`config.mk`:
```
export PLATFORM = sky130hd
export DESIGN_NAME = dll_phase_seq
export DESIGN_NICKNAME = d
export VERILOG_FILES = /design/src/rtl/dps_pkg.sv /design/src/rtl/dps_gray_enc.sv /design/src/rtl/dps_poll_timer.sv /design/src/rtl/dll_phase_seq.sv
export SDC_FILE = /design/constraint.sdc
export NUM_CORES = 1
export LEC_CHECK = 0
export ABC_CLOCK_PERIOD_IN_PS = 1500
export BUFFER_PORTS_ARGS = -buffer_cell sky130_fd_sc_hd__buf_2
export CORE_MARGIN = 5
export CORE_UTILIZATION = 51
export DETAILED_ROUTE_END_ITERATION = 6
export HOLD_SLACK_MARGIN = 0.12
export PLACE_DENSITY = 0.74
export SLEW_MARGIN = 20
export SYNTH_ARGS = -nofsm -noshare
export SYNTH_HDL_FRONTEND = slang
export SYNTH_SLANG_ARGS = --single-unit
```
`constraint.sdc`:
```
create_clock -name clk_i -period 1.5 [get_ports clk_i]
set_input_delay 0.075 -clock clk_i [delete_from_list [all_inputs] [get_ports clk_i]]
set_output_delay 0.075 -clock clk_i [all_outputs]
set_load 0.03 [all_outputs]
```
`src/rtl/dps_pkg.sv`:
```
package dps_pkg;
  typedef enum logic [2:0] {
    SEQ_IDLE,
    SEQ_WAIT_OFF,
    SEQ_WRITE,
    SEQ_ARM,
    SEQ_WAIT_ON
  } seq_state_e;

  typedef struct packed {
    logic cdr_en;
    logic cdr_ext;
    logic dll_en;
    logic ck_out;
  } dll_ctrl_t;

  function automatic logic [7:0] gray_to_bin(input logic [7:0] g);
    logic [7:0] b;
    b[7] = g[7];
    for (int i = 6; i >= 0; i--) b[i] = b[i+1] ^ g[i];
    return b;
  endfunction
endpackage

```
`src/rtl/dps_gray_enc.sv`:
```
module dps_gray_enc #(
  parameter int W = 4
) (
  input  logic [W-1:0] bin_i,
  output logic [W-1:0] gray_o
);
  for (genvar i = 0; i < W; i++) begin : g_bit
    if (i == W - 1) begin : g_msb
      assign gray_o[i] = bin_i[i];
    end else begin : g_low
      assign gray_o[i] = bin_i[i] ^ bin_i[i+1];
    end
  end
endmodule

```
`src/rtl/dps_poll_timer.sv`:
```
module dps_poll_timer #(
  parameter int TICKS_PER_POLL = 50,
  parameter int MAX_POLLS      = 50
) (
  input  logic clk_i,
  input  logic rst_ni,
  input  logic restart_i,
  input  logic en_i,
  output logic poll_o,
  output logic last_o
);
  localparam int TW = (TICKS_PER_POLL > 1) ? $clog2(TICKS_PER_POLL) : 1;
  localparam int PW = (MAX_POLLS > 1) ? $clog2(MAX_POLLS) : 1;
  localparam logic [TW-1:0] TICK_LAST = TW'(TICKS_PER_POLL - 1);
  localparam logic [PW-1:0] POLL_LAST = PW'(MAX_POLLS - 1);

  logic [TW-1:0] tick_q;
  logic [PW-1:0] polls_q;

  assign poll_o = en_i && (tick_q == TICK_LAST);
  assign last_o = (polls_q == POLL_LAST);

  always_ff @(posedge clk_i or negedge rst_ni) begin
    if (!rst_ni) begin
      tick_q  <= '0;
      polls_q <= '0;
    end else if (restart_i) begin
      tick_q  <= '0;
      polls_q <= '0;
    end else if (en_i) begin
      if (tick_q == TICK_LAST) begin
        tick_q <= '0;
        if (polls_q != POLL_LAST) polls_q <= polls_q + PW'(1);
      end else begin
        tick_q <= tick_q + TW'(1);
      end
    end
  end

  // the poll index never runs past the bound
  assert_poll_bound_R7: assert property (@(posedge clk_i) disable iff (!rst_ni)
    (int'(polls_q) < MAX_POLLS) && (int'(tick_q) < TICKS_PER_POLL));
endmodule

```
`src/rtl/dll_phase_seq.sv`:
```
module dll_phase_seq
  import dps_pkg::*;
#(
  parameter int PHASE_W        = 4,
  parameter int TICKS_PER_POLL = 50,
  parameter int MAX_POLLS      = 50
) (
  input  logic               clk_i,
  input  logic               rst_ni,
  input  logic               start_i,
  input  logic [PHASE_W-1:0] phase_i,
  input  logic               ck_out_fb_i,
  output logic               cdr_en_o,
  output logic               cdr_ext_en_o,
  output logic               dll_en_o,
  output logic               ck_out_en_o,
  output logic [PHASE_W-1:0] phase_sel_o,
  output logic               busy_o,
  output logic               done_o,
  output logic               err_o
);
  seq_state_e         state_q;
  dll_ctrl_t          ctrl_q;
  logic [PHASE_W-1:0] phase_q, gray_w, sel_q;
  logic               done_q, err_q;
  logic               poll_w, last_w, restart_w, wait_w;

  assign restart_w = ((state_q == SEQ_IDLE) && start_i) || (state_q == SEQ_ARM);
  assign wait_w    = (state_q == SEQ_WAIT_OFF) || (state_q == SEQ_WAIT_ON);

  dps_poll_timer #(
    .TICKS_PER_POLL(TICKS_PER_POLL),
    .MAX_POLLS     (MAX_POLLS)
  ) i_timer (
    .clk_i    (clk_i),
    .rst_ni   (rst_ni),
    .restart_i(restart_w),
    .en_i     (wait_w),
    .poll_o   (poll_w),
    .last_o   (last_w)
  );

  dps_gray_enc #(.W(PHASE_W)) i_gray (
    .bin_i (phase_q),
    .gray_o(gray_w)
  );

  always_ff @(posedge clk_i or negedge rst_ni) begin
    if (!rst_ni) begin
      state_q <= SEQ_IDLE;
      ctrl_q  <= '0;
      phase_q <= '0;
      sel_q   <= '0;
      done_q  <= 1'b0;
      err_q   <= 1'b0;
    end else begin
      done_q <= 1'b0;
      unique case (state_q)
        SEQ_IDLE: if (start_i) begin
          // off, external select, enabled: one update
          ctrl_q  <= '{cdr_en: 1'b0, cdr_ext: 1'b1, dll_en: 1'b1, ck_out: 1'b0};
          phase_q <= phase_i;
          err_q   <= 1'b0;
          state_q <= SEQ_WAIT_OFF;
        end
        SEQ_WAIT_OFF: if (poll_w) begin
          if (!ck_out_fb_i) begin
            state_q <= SEQ_WRITE;
          end else if (last_w) begin
            err_q   <= 1'b1;
            state_q <= SEQ_IDLE;
          end
        end
        SEQ_WRITE: begin
          sel_q   <= gray_w;
          state_q <= SEQ_ARM;
        end
        SEQ_ARM: begin
          ctrl_q.ck_out <= 1'b1;
          state_q       <= SEQ_WAIT_ON;
        end
        SEQ_WAIT_ON: if (poll_w) begin
          if (ck_out_fb_i) begin
            ctrl_q.cdr_en  <= 1'b1;
            ctrl_q.cdr_ext <= 1'b0;
            done_q         <= 1'b1;
            state_q        <= SEQ_IDLE;
          end else if (last_w) begin
            err_q   <= 1'b1;
            state_q <= SEQ_IDLE;
          end
        end
        default: state_q <= SEQ_IDLE;
      endcase
    end
  end

  assign cdr_en_o     = ctrl_q.cdr_en;
  assign cdr_ext_en_o = ctrl_q.cdr_ext;
  assign dll_en_o     = ctrl_q.dll_en;
  assign ck_out_en_o  = ctrl_q.ck_out;
  assign phase_sel_o  = sel_q;
  assign busy_o       = (state_q != SEQ_IDLE);
  assign done_o       = done_q;
  assign err_o        = err_q;

  assert_start_update_R2: assert property (@(posedge clk_i) disable iff (!rst_ni)
    (!busy_o && start_i) |=> (!cdr_en_o && !ck_out_en_o && cdr_ext_en_o && dll_en_o
                              && busy_o && $stable(phase_sel_o)));

  assert_phase_after_off_R3: assert property (@(posedge clk_i) disable iff (!rst_ni)
    !$stable(phase_sel_o) |-> ($past(state_q) == SEQ_WRITE) && !ck_out_en_o);

  assert_gray_R4: assert property (@(posedge clk_i) disable iff (!rst_ni)
    done_o |-> (gray_to_bin(8'(phase_sel_o)) == 8'(phase_q)));

  assert_arm_after_write_R5: assert property (@(posedge clk_i) disable iff (!rst_ni)
    $rose(ck_out_en_o) |-> $stable(phase_sel_o) && !cdr_en_o && busy_o);

  assert_finish_R6: assert property (@(posedge clk_i) disable iff (!rst_ni)
    done_o |-> cdr_en_o && !cdr_ext_en_o && ck_out_en_o && !busy_o && !err_o);

  assert_done_pulse_R6: assert property (@(posedge clk_i) disable iff (!rst_ni)
    done_o |=> !done_o);

  assert_timeout_hold_R8: assert property (@(posedge clk_i) disable iff (!rst_ni)
    $rose(err_o) |-> !busy_o && !done_o && $stable(cdr_en_o) && $stable(cdr_ext_en_o)
                     && $stable(dll_en_o) && $stable(ck_out_en_o) && $stable(phase_sel_o));

  assert_busy_hold_R9: assert property (@(posedge clk_i) disable iff (!rst_ni)
    (busy_o && start_i && !done_o && !$rose(err_o)) |=> $stable(phase_q));
endmodule

```
==> flow_metrics.tcl, run 1 <==
set metrics [dict create \
    wl_per_cell_um 16.96 \
    setup_viol 16 \
    worstReg2RegStart "i_timer.tick_q[1]" \
    r2r_end "i_timer.polls_q[3]" \
    antenna_found_initial 0 \
    area_growth_pct 44.81 \
    layout.cells.non_filler 228 \
    rows 19 \
    fin_crit_ps 1641 \
    post-route-util_pct 77.19 \
    reg2regPathDepth 6 \
    cp_data_arrival_time_ps 1890 \
    synth.distinct_cells 47 \
    ys_warn_count 0 \
    rrSetupSlack_ps -140 \
    cts.sinks 29 \
    maxCapViolCount 0 \
    slew_headroom_pct 56.30 \
    hp-class "in -> async" \
    cts-buffers-inserted 5 \
    rsz0062_at_grt "true" \
    ios 19 \
    track_usage_pct 19.08 \
    ctsLongestPathBuffers 2 \
    cp_max_fo 6 \
    synth_top_cell_by_area "dfrtp_1" \
    tightestPinTransition_ps 655.5 \
    yosys.area.top_type_share_pct 48.95 \
    finClkSkew_ps 6.869 \
    placed_cells 202 \
    max_freq_ghz 0.6092 \
    ys_seq_area_share_pct 48.95 \
    synthArstFlopShare_pct 100.0 \
    htree_levels 2 \
    route.vias.total 1305 \
    ys.flop_type "dfrtp_1" \
    drt_iter0_markers 48 \
    route.antenna.remaining_nets 0 \
    syn-instance-count 139 \
    layout-drive-gt1-share_pct 45.18 \
    coreArea_um2 2781 \
    drc 0 \
    die_h_um 63.92 \
    layout_setup_ws_ps -141.4 \
    wirelength_mm 3.867 \
    peakVddDrop_mv 1.237 \
    synth_commonest_cells "dfrtp_1 (29), nor2_1 (10), nand2_1 (9)" \
    power.leakage_nw 1.002 \
    syn-num-nets 151 \
    fin_crit_sh_pct 109.4 \
    drt_pass1_iterations 4 \
    diodes 0 \
    grt_first_pass_wirelength_mm 6.154 \
    post-route-cell-area_um2 2147 \
    clk_latency_ps 320 \
    die_x_um 63.92 \
    path_clk_slew_ps 100 \
    numPortBuffers 18 \
    worstSetupStartpointType "flip-flop" \
    syn_area_um2 1483 \
    p_per_area_nw_per_um2 1487 \
    grt_pass1_vias 1349 \
    hpwlAfterDp_mm 2.319 \
    cp-end-kind "flip-flop" \
    violations "negative setup slack" \
    cts_root_buf "clkbuf_4" \
    synth-edff-count 0 \
    grt_max_degree 30 \
    gp_congestion 0.7947 \
    grt_overflow 0 \
    worstPathRequired_ps 1750 \
    die_area_um2 4086 \
    avgSynthCellArea_um2 10.67 \
    ys_ff_latch 29 \
    fin_nets 208 \
    status "complete, but fails checks" \
    synthMostInstantiatedCell "dfrtp_1" \
    pre_cts_slack_ps -147.4 \
    p_total_mw 3.192 \
    maxSlewViolCount 0 \
    cts_tree "built" \
    initial_core_util_pct 53.31 \
    synth_area_leaders "dfrtp_1 (49%), mux2_2 (3.8%), ha_1 (3.4%)" \
    post_drt_via_cell_ratio 5.724 \
    placed_area_um2 1757 \
    hold_violations 0 \
    crit_type "reg -> reg" \
]
-- worst max path at each step --
stage,start,end,slack [ps],cells past startpoint
2_1_floorplan,state_q[1],phase_sel_o[3],-50,4
3_3_place_gp,i_timer.tick_q[1],cdr_ext_en_o,-90,6
3_5_place_dp,i_timer.tick_q[1],i_timer.polls_q[5],-150,6
4_1_cts,i_timer.tick_q[1],i_timer.polls_q[5],-140,6
5_1_grt,i_timer.tick_q[1],i_timer.polls_q[3],-210,6
6_report,i_timer.tick_q[1],i_timer.polls_q[3],-140,6
-- layout by cell type (no fill, tap or decap), types with 2 or more instances in the layout --
master	Yosys	routed
a31oi_1	4	4
a21boi_2	0	2
nand4_1	3	3
clkbuf_4	0	5
buf_4	0	24
mux2_4	0	4
a21oi_2	0	2
o21bai_1	2	2
dfrtp_1	29	28
dlygate4sd3_1	0	7
a21oi_1	8	6
nor2_1	10	10
nor2b_1	3	3
xnor2_1	4	3
nand2_1	9	9
o31ai_2	0	2
nand2b_1	4	4
buf_2	2	18
or3_4	0	2
mux2i_1	5	5
nand3_1	4	4
nor4b_4	0	2
ha_1	4	2
inv_1	5	4
and3_4	0	2
buf_6	0	6
-- registers in the layout, indices dropped and copies added, names as in the netlist --
signal / cells
state_q: 3
i_timer.polls_q: 6
dll_en_o: 1
phase_q: 4
phase_sel_o: 4
cdr_en_o: 1
cdr_ext_en_o: 1
err_o: 1
done_o: 1
i_timer.tick_q: 6
ck_out_en_o: 1
-- logic make-up after synthesis --
family,share of synthesized area (%)
AND/OR/NAND/NOR,20.84
AO/OA/AOI/OAI,14.01
flip-flops,48.95
buffers and inverters,2.701
multiplexers,7.173
XOR/XNOR,2.953
adder cells (fa/ha/maj),3.376
-- power by group --
part / switching, mW / internal (mW) / total (mW)
registers: 0.190 / 0.979 / 1.17
clock network: 0.277 / 0.398 / 0.674
logic: 0.626 / 0.723 / 1.35
-- per-layer routing --
layer	vias to the layer above	wire length [um]	global-route usage [%]
met3	10	151	5.429
met5	-	0	0
met4	0	74	9.091
li1	613	-	-
met2	33	2083	33.17
met1	649	1558	21.27
-- through the flow --
stage | hold slack (ps) | setup TNS (ps)
finish | 299.1 | -814.0
floorplan | -220.6 | -140.5
global route | 353.2 | -2232
global placement | 136.0 | -476.5
CTS | 305.9 | -602.5
detailed placement | 135.0 | -1188
-- worst max-delay path, stage by stage, from the launching register on --
cell and delay [ps]:
dfrtp_1 400, inv_2 80, ha_4 130, and4bb_4 290
nand2_4 100, or4_4 430, a21boi_2 140
-- area by class of cell --
class	instances	area, um2
sequential	29	726.9
fill	161	634.4
inverter	5	18.77
clock buffer	7	55.05
clock inverter	1	30.03
timing repair buffer	55	407.9
multi-input combinational	100	869.6
tap	31	38.79
-- timing repair --
item	CTS	global route
hold endpoints to repair	36	0
pin swaps	4	9
gates cloned	0	1
hold buffers	7	0
endpoints found under the setup margin	18	24
resized for setup	14	23
buffers inserted	4	6
Power figures use the tool's default switching activity.
==> run 2, diff against run 1 <==
--- a/config.mk
+++ b/config.mk
@@ -7,6 +7,7 @@
 export LEC_CHECK = 0
 export ABC_CLOCK_PERIOD_IN_PS = 1500
 export BUFFER_PORTS_ARGS = -buffer_cell sky130_fd_sc_hd__buf_2
+export CORE_ASPECT_RATIO = 0.6
 export CORE_MARGIN = 5
 export CORE_UTILIZATION = 51
 export DETAILED_ROUTE_END_ITERATION = 6
==> flow_metrics.tcl, run 2 (synthesis results as in run 1) <==
set metrics [dict create \
    status "complete, but fails checks" \
    violations "negative setup slack" \
    clkPwrFrac_pct 25.6 \
    placed_area_um2 1763 \
    fin_setup_tns_ps -1463 \
    p_int_mw 2.189 \
    numPortBuffers 18 \
    layout.cells.non_filler 234 \
    die_area_um2 4121 \
    ios 19 \
    maxSlewViolCount 0 \
    layout_common_cells "dfrtp_1 (27), buf_4 (20), buf_2 (17)" \
    power.leakage_nw 0.9997 \
    cts_root_buf "clkbuf_8" \
    worstPathRequired_ps 1710 \
    path_clk_slew_ps 70 \
    maxCapViolCount 0 \
    tightestPinTransition_ps 645.8 \
    drc 0 \
    p_total_mw 3.306 \
    crit_type "reg -> reg" \
    cts.sinks 29 \
    layout_setup_ws_ps -169.7 \
    setup_viol 17 \
    fin_crit_ps 1670 \
    fillerInstances 165 \
    route.antenna.remaining_nets 0 \
    final_common_cell "dfrtp_1" \
    rsz0062_at_grt "true" \
    gp_congestion 0.7989 \
    post_drt_via_cell_ratio 5.731 \
    hpwlAfterDp_mm 2.305 \
    hp-class "in -> reg" \
    cp_max_fo 5 \
    cp_data_arrival_time_ps 1880 \
    grt_max_degree 30 \
    top_regs "i_timer.polls_q (6), i_timer.tick_q (6)" \
    seq_power_share_pct 35.2 \
    antenna_found_initial 0 \
    cp-end-kind "flip-flop" \
    wirelength_mm 4.009 \
    area_growth_pct 46.75 \
    placed_cells 212 \
    worstSetupStartpointType "flip-flop" \
    p_per_area_nw_per_um2 1519 \
    die_x_um 79.61 \
    sw_frac_of_total_pct 33.77 \
    peakVddDrop_mv 0.9115 \
    pre_cts_slack_ps -144.4 \
    fin_crit_sh_pct 111.3 \
    htree_levels 2 \
    route.vias.total 1341 \
    finClkSkew_ps 10.07 \
    wl_per_cell_um 17.13 \
    layout-drive-gt1-share_pct 44.79 \
    diodes 0 \
    max_freq_ghz 0.5989 \
    drt_pass1_iterations 5 \
    grt_overflow 0 \
    combPwrFrac_pct 39.1 \
    grt_pass1_vias 1249 \
    clk_latency_ps 290 \
    cts_tree "built" \
    slew_headroom_pct 56.95 \
    fin_nets 203 \
    drt_iter0_markers 149 \
    reg2regPathDepth 7 \
    whs_path_depth 3 \
    grt_first_pass_wirelength_mm 5.892 \
    track_usage_pct 18.95 \
    hold_violations 0 \
    ctsLongestPathBuffers 2 \
    initial_core_util_pct 52.32 \
    cts-buffers-inserted 5 \
    rows 15 \
    coreArea_um2 2834 \
    power.switching_mw 1.116 \
    die_h_um 51.77 \
    post-route-cell-area_um2 2176 \
]
-- run 2: repair_timing --
action,in CTS,in global routing
buffers inserted,4,5
endpoints found under the setup margin,17,22
gates cloned,0,0
resized for setup,17,22
hold buffers,5,0
endpoints found under the hold margin,33,0
pin swaps,4,12
-- run 2: critical path, cell delays in order (launching register included) --
cell and delay (ps):
dfrtp_1 390, inv_2 90, ha_4 120, and4bb_4 300, nand2_4 100, buf_12 150
nor4_4 210, mux2i_1 230
-- run 2: path summary, 6_finish.rpt --
path                                   start                 end  slack, ps
max reg2reg                i_timer.tick_q[1]  i_timer.polls_q[0]       -170
min in group asynchronous             rst_ni  i_timer.polls_q[0]        350
max                        i_timer.tick_q[1]  i_timer.polls_q[0]       -170
min reg2reg                         dll_en_o            dll_en_o        460
max in group asynchronous             rst_ni          state_q[2]        690
min                              ck_out_fb_i          state_q[1]        170
-- run 2: power groups by stage --
stage	Sequential, mW	Combinational (mW)	Clock (mW)
detailed placement	1.15	0.999	0
finish	1.16	1.29	0.847
global placement	1.14	0.963	0
floorplan	1.24	0.551	0
global route	1.19	1.40	0.889
CTS	1.15	1.12	0.850
-- run 2: per-layer routing --
layer | global-route usage (%) | vias to the layer above | share of wire, %
met2 | 28.67 | 57 | 48
met5 | 0 | - | 0
met4 | 10.86 | 0 | 2.8
li1 | - | 607 | -
met1 | 24.89 | 662 | 43
met3 | 4.671 | 15 | 6.1
-- run 2: layout make-up --
type / instances / area, um2 / share of cell area (%)
inverters: 5 / 18.77 / 0.8626
flip-flops and latches: 29 / 728.2 / 33.47
multi-input cells: 100 / 875.8 / 40.25
repair buffers: 50 / 384.1 / 17.65
clock inverters: 1 / 30.03 / 1.380
well taps: 42 / 52.55 / 2.415
clock buffers: 7 / 86.33 / 3.968
-- run 2: stage by stage --
stage / hold slack (ps) / utilization (%)
after floorplan: -220.6 / -
after detailed placement: 133.0 / 62.21
after global routing: 168.7 / 76.78
final: 170.7 / 76.78
after CTS: 122.9 / 72.14
after global placement: 129.3 / 62.21
==> run 3, diff against run 2 <==
--- a/config.mk
+++ b/config.mk
@@ -6,7 +6,7 @@
 export NUM_CORES = 1
 export LEC_CHECK = 0
 export ABC_CLOCK_PERIOD_IN_PS = 1500
-export BUFFER_PORTS_ARGS = -buffer_cell sky130_fd_sc_hd__buf_2
+export BUFFER_PORTS_ARGS = -buffer_cell sky130_fd_sc_hd__buf_4
 export CORE_ASPECT_RATIO = 0.6
 export CORE_MARGIN = 5
 export CORE_UTILIZATION = 51
==> flow_metrics.tcl, run 3 (synthesis results as in run 1) <==
set metrics [dict create \
    seq_area_um2 726.9 \
    gp_congestion 0.8100 \
    rows 15 \
    drt_iter0_markers 102 \
    ios 19 \
    coreArea_um2 2834 \
    antenna_found_initial 0 \
    top_regs "i_timer.polls_q (6), i_timer.tick_q (6)" \
    path_clk_slew_ps 60 \
    power.leakage_nw 1.016 \
    placed_cells 213 \
    route.vias.total 1315 \
    r2r_end "i_timer.polls_q[3]" \
    min_to "ck_out_en_o" \
    post_drt_via_cell_ratio 5.596 \
    maxCapViolCount 0 \
    hold_ws_ps 156.1 \
    worstPathRequired_ps 1730 \
    cp_data_arrival_time_ps 1880 \
    die_x_um 79.61 \
    fillerInstances 172 \
    numPortBuffers 18 \
    grt_pass1_vias 1266 \
    diodes 0 \
    layout_common_cells "buf_4 (39), dfrtp_1 (28), nor2_1 (9), nand2_1 (9), clkbuf_8 (7)" \
    fin_nets 204 \
    cts_tree "built" \
    cts.sinks 29 \
    slowest_stage "or4_4" \
    track_usage_pct 20.27 \
    cts-buffers-inserted 5 \
    layout-drive-gt1-share_pct 46.11 \
    grt_overflow 0 \
    maxSlewViolCount 0 \
    whs_path_depth 4 \
    htree_levels 2 \
    reg2regPathDepth 6 \
    crit_path_cell_trace "inv_2, ha_4, and4bb_4, nand2_4, or4_4, a21boi_2" \
    multi_input_area_um2 900.9 \
    rrSetupSlack_ps -150 \
    area_growth_pct 49.37 \
    initial_core_util_pct 52.32 \
    slew_headroom_pct 74.63 \
    critical-path-max-stage-delay_ps 430 \
    drt_pass1_iterations 4 \
    cp_max_fo 5 \
    clk_latency_ps 290 \
    worstHoldStart "start_i" \
    layout.cells.non_filler 235 \
    route.antenna.remaining_nets 0 \
    p_per_area_nw_per_um2 1446 \
    wl_per_cell_um 17.27 \
    grt_max_degree 30 \
    cpLargestDelayFamily "simple AND/OR/NAND/NOR gates" \
    pre_cts_slack_ps -168.2 \
    setup_viol 15 \
    tightestPinTransition_ps 380.6 \
    drc 0 \
    grt_first_pass_wirelength_mm 6.058 \
    final_common_cell "buf_4" \
    die_area_um2 4121 \
    status "complete, but fails checks" \
    crit_type "reg -> reg" \
    fin_crit_ps 1651 \
    fin_crit_sh_pct 110.1 \
    max_freq_ghz 0.6056 \
    worstReg2RegStart "i_timer.tick_q[1]" \
    hold_violations 0 \
    violations "negative setup slack" \
    cp-end-kind "flip-flop" \
    rsz0062_at_grt "true" \
    ctsLongestPathBuffers 2 \
    peakVddDrop_mv 0.9886 \
    worstSetupStartpointType "flip-flop" \
    layout_setup_ws_ps -151.3 \
    finClkSkew_ps 1.494 \
    crit_buf_inv 1 \
    wirelength_mm 4.059 \
    die_h_um 51.77 \
    cts_root_buf "clkbuf_8" \
    hpwlAfterDp_mm 2.502 \
    p_total_mw 3.203 \
    hp-class "in -> reg" \
]
run 3: cell count changes in the layout (fill, tap and decap cells not counted), moves of 2 or more:
cell	delta
buf_4	+19
buf_2	-16
a21oi_2	-3
buf_6	-2
a21oi_1	+2
run 3: worst max path at each step:
| stage | slack (ps) | end | depth (start not counted) | from |
|---|---|---|---|---|
| 2_1_floorplan | -50 | phase_sel_o[3] | 4 | state_q[1] |
| 3_3_place_gp | -70 | i_timer.polls_q[2] | 6 | i_timer.tick_q[1] |
| 3_5_place_dp | -170 | i_timer.polls_q[5] | 6 | i_timer.tick_q[1] |
| 4_1_cts | -110 | i_timer.polls_q[3] | 6 | i_timer.tick_q[1] |
| 5_1_grt | -200 | i_timer.polls_q[3] | 6 | i_timer.tick_q[1] |
| 6_report | -150 | i_timer.polls_q[3] | 6 | i_timer.tick_q[1] |
run 3: worst min-delay path, delay by kind of cell:
family | cells | cell delay [ps]
AO/OA/AOI/OAI | 1 | 60
buffers and inverters | 1 | 130
AND/OR/NAND/NOR | 2 | 150
run 3: per-stage QoR:
step | util, % | setup TNS, ps | area (um2)
floorplan | - | -140.5 | 1506
detailed placement | 64.06 | -1455 | 1815
CTS | 74.30 | -636.7 | 2106
finish | 78.15 | -848.3 | 2215
global route | 78.15 | -1708 | 2215
global placement | 64.06 | -411.8 | 1815
run 3: cell type report:
class	instances	area share [%]
well taps	42	2.373
inverters	5	0.8475
flip-flops and latches	29	32.82
multi-input cells	100	40.68
clock inverters	1	0.2260
clock buffers	7	4.350
repair buffers	51	18.70
run 3: timing repair:
action / CTS / global route
setup endpoints to repair: 23 / 25
hold buffers: 6 / 0
endpoints found under the hold margin: 35 / 0
pin swaps: 6 / 9
resized for setup: 18 / 20
gates cloned: 0 / 1
buffers inserted: 6 / 1
run 3: per-layer routing:
layer | part of all wire, % | vias to the layer above | track usage, %
met3 | 5.0 | 10 | 5.190
li1 | - | 610 | -
met1 | 45 | 649 | 25.71
met2 | 48 | 46 | 31.44
met4 | 2.2 | 0 | 12.00
met5 | 0 | - | 0
run 3: power breakdown:
group	switching [mW]	total [mW]	internal, mW
clock	0.325	0.739	0.414
combinational	0.614	1.28	0.669
sequential	0.201	1.18	0.980
total	1.14	3.20	2.06
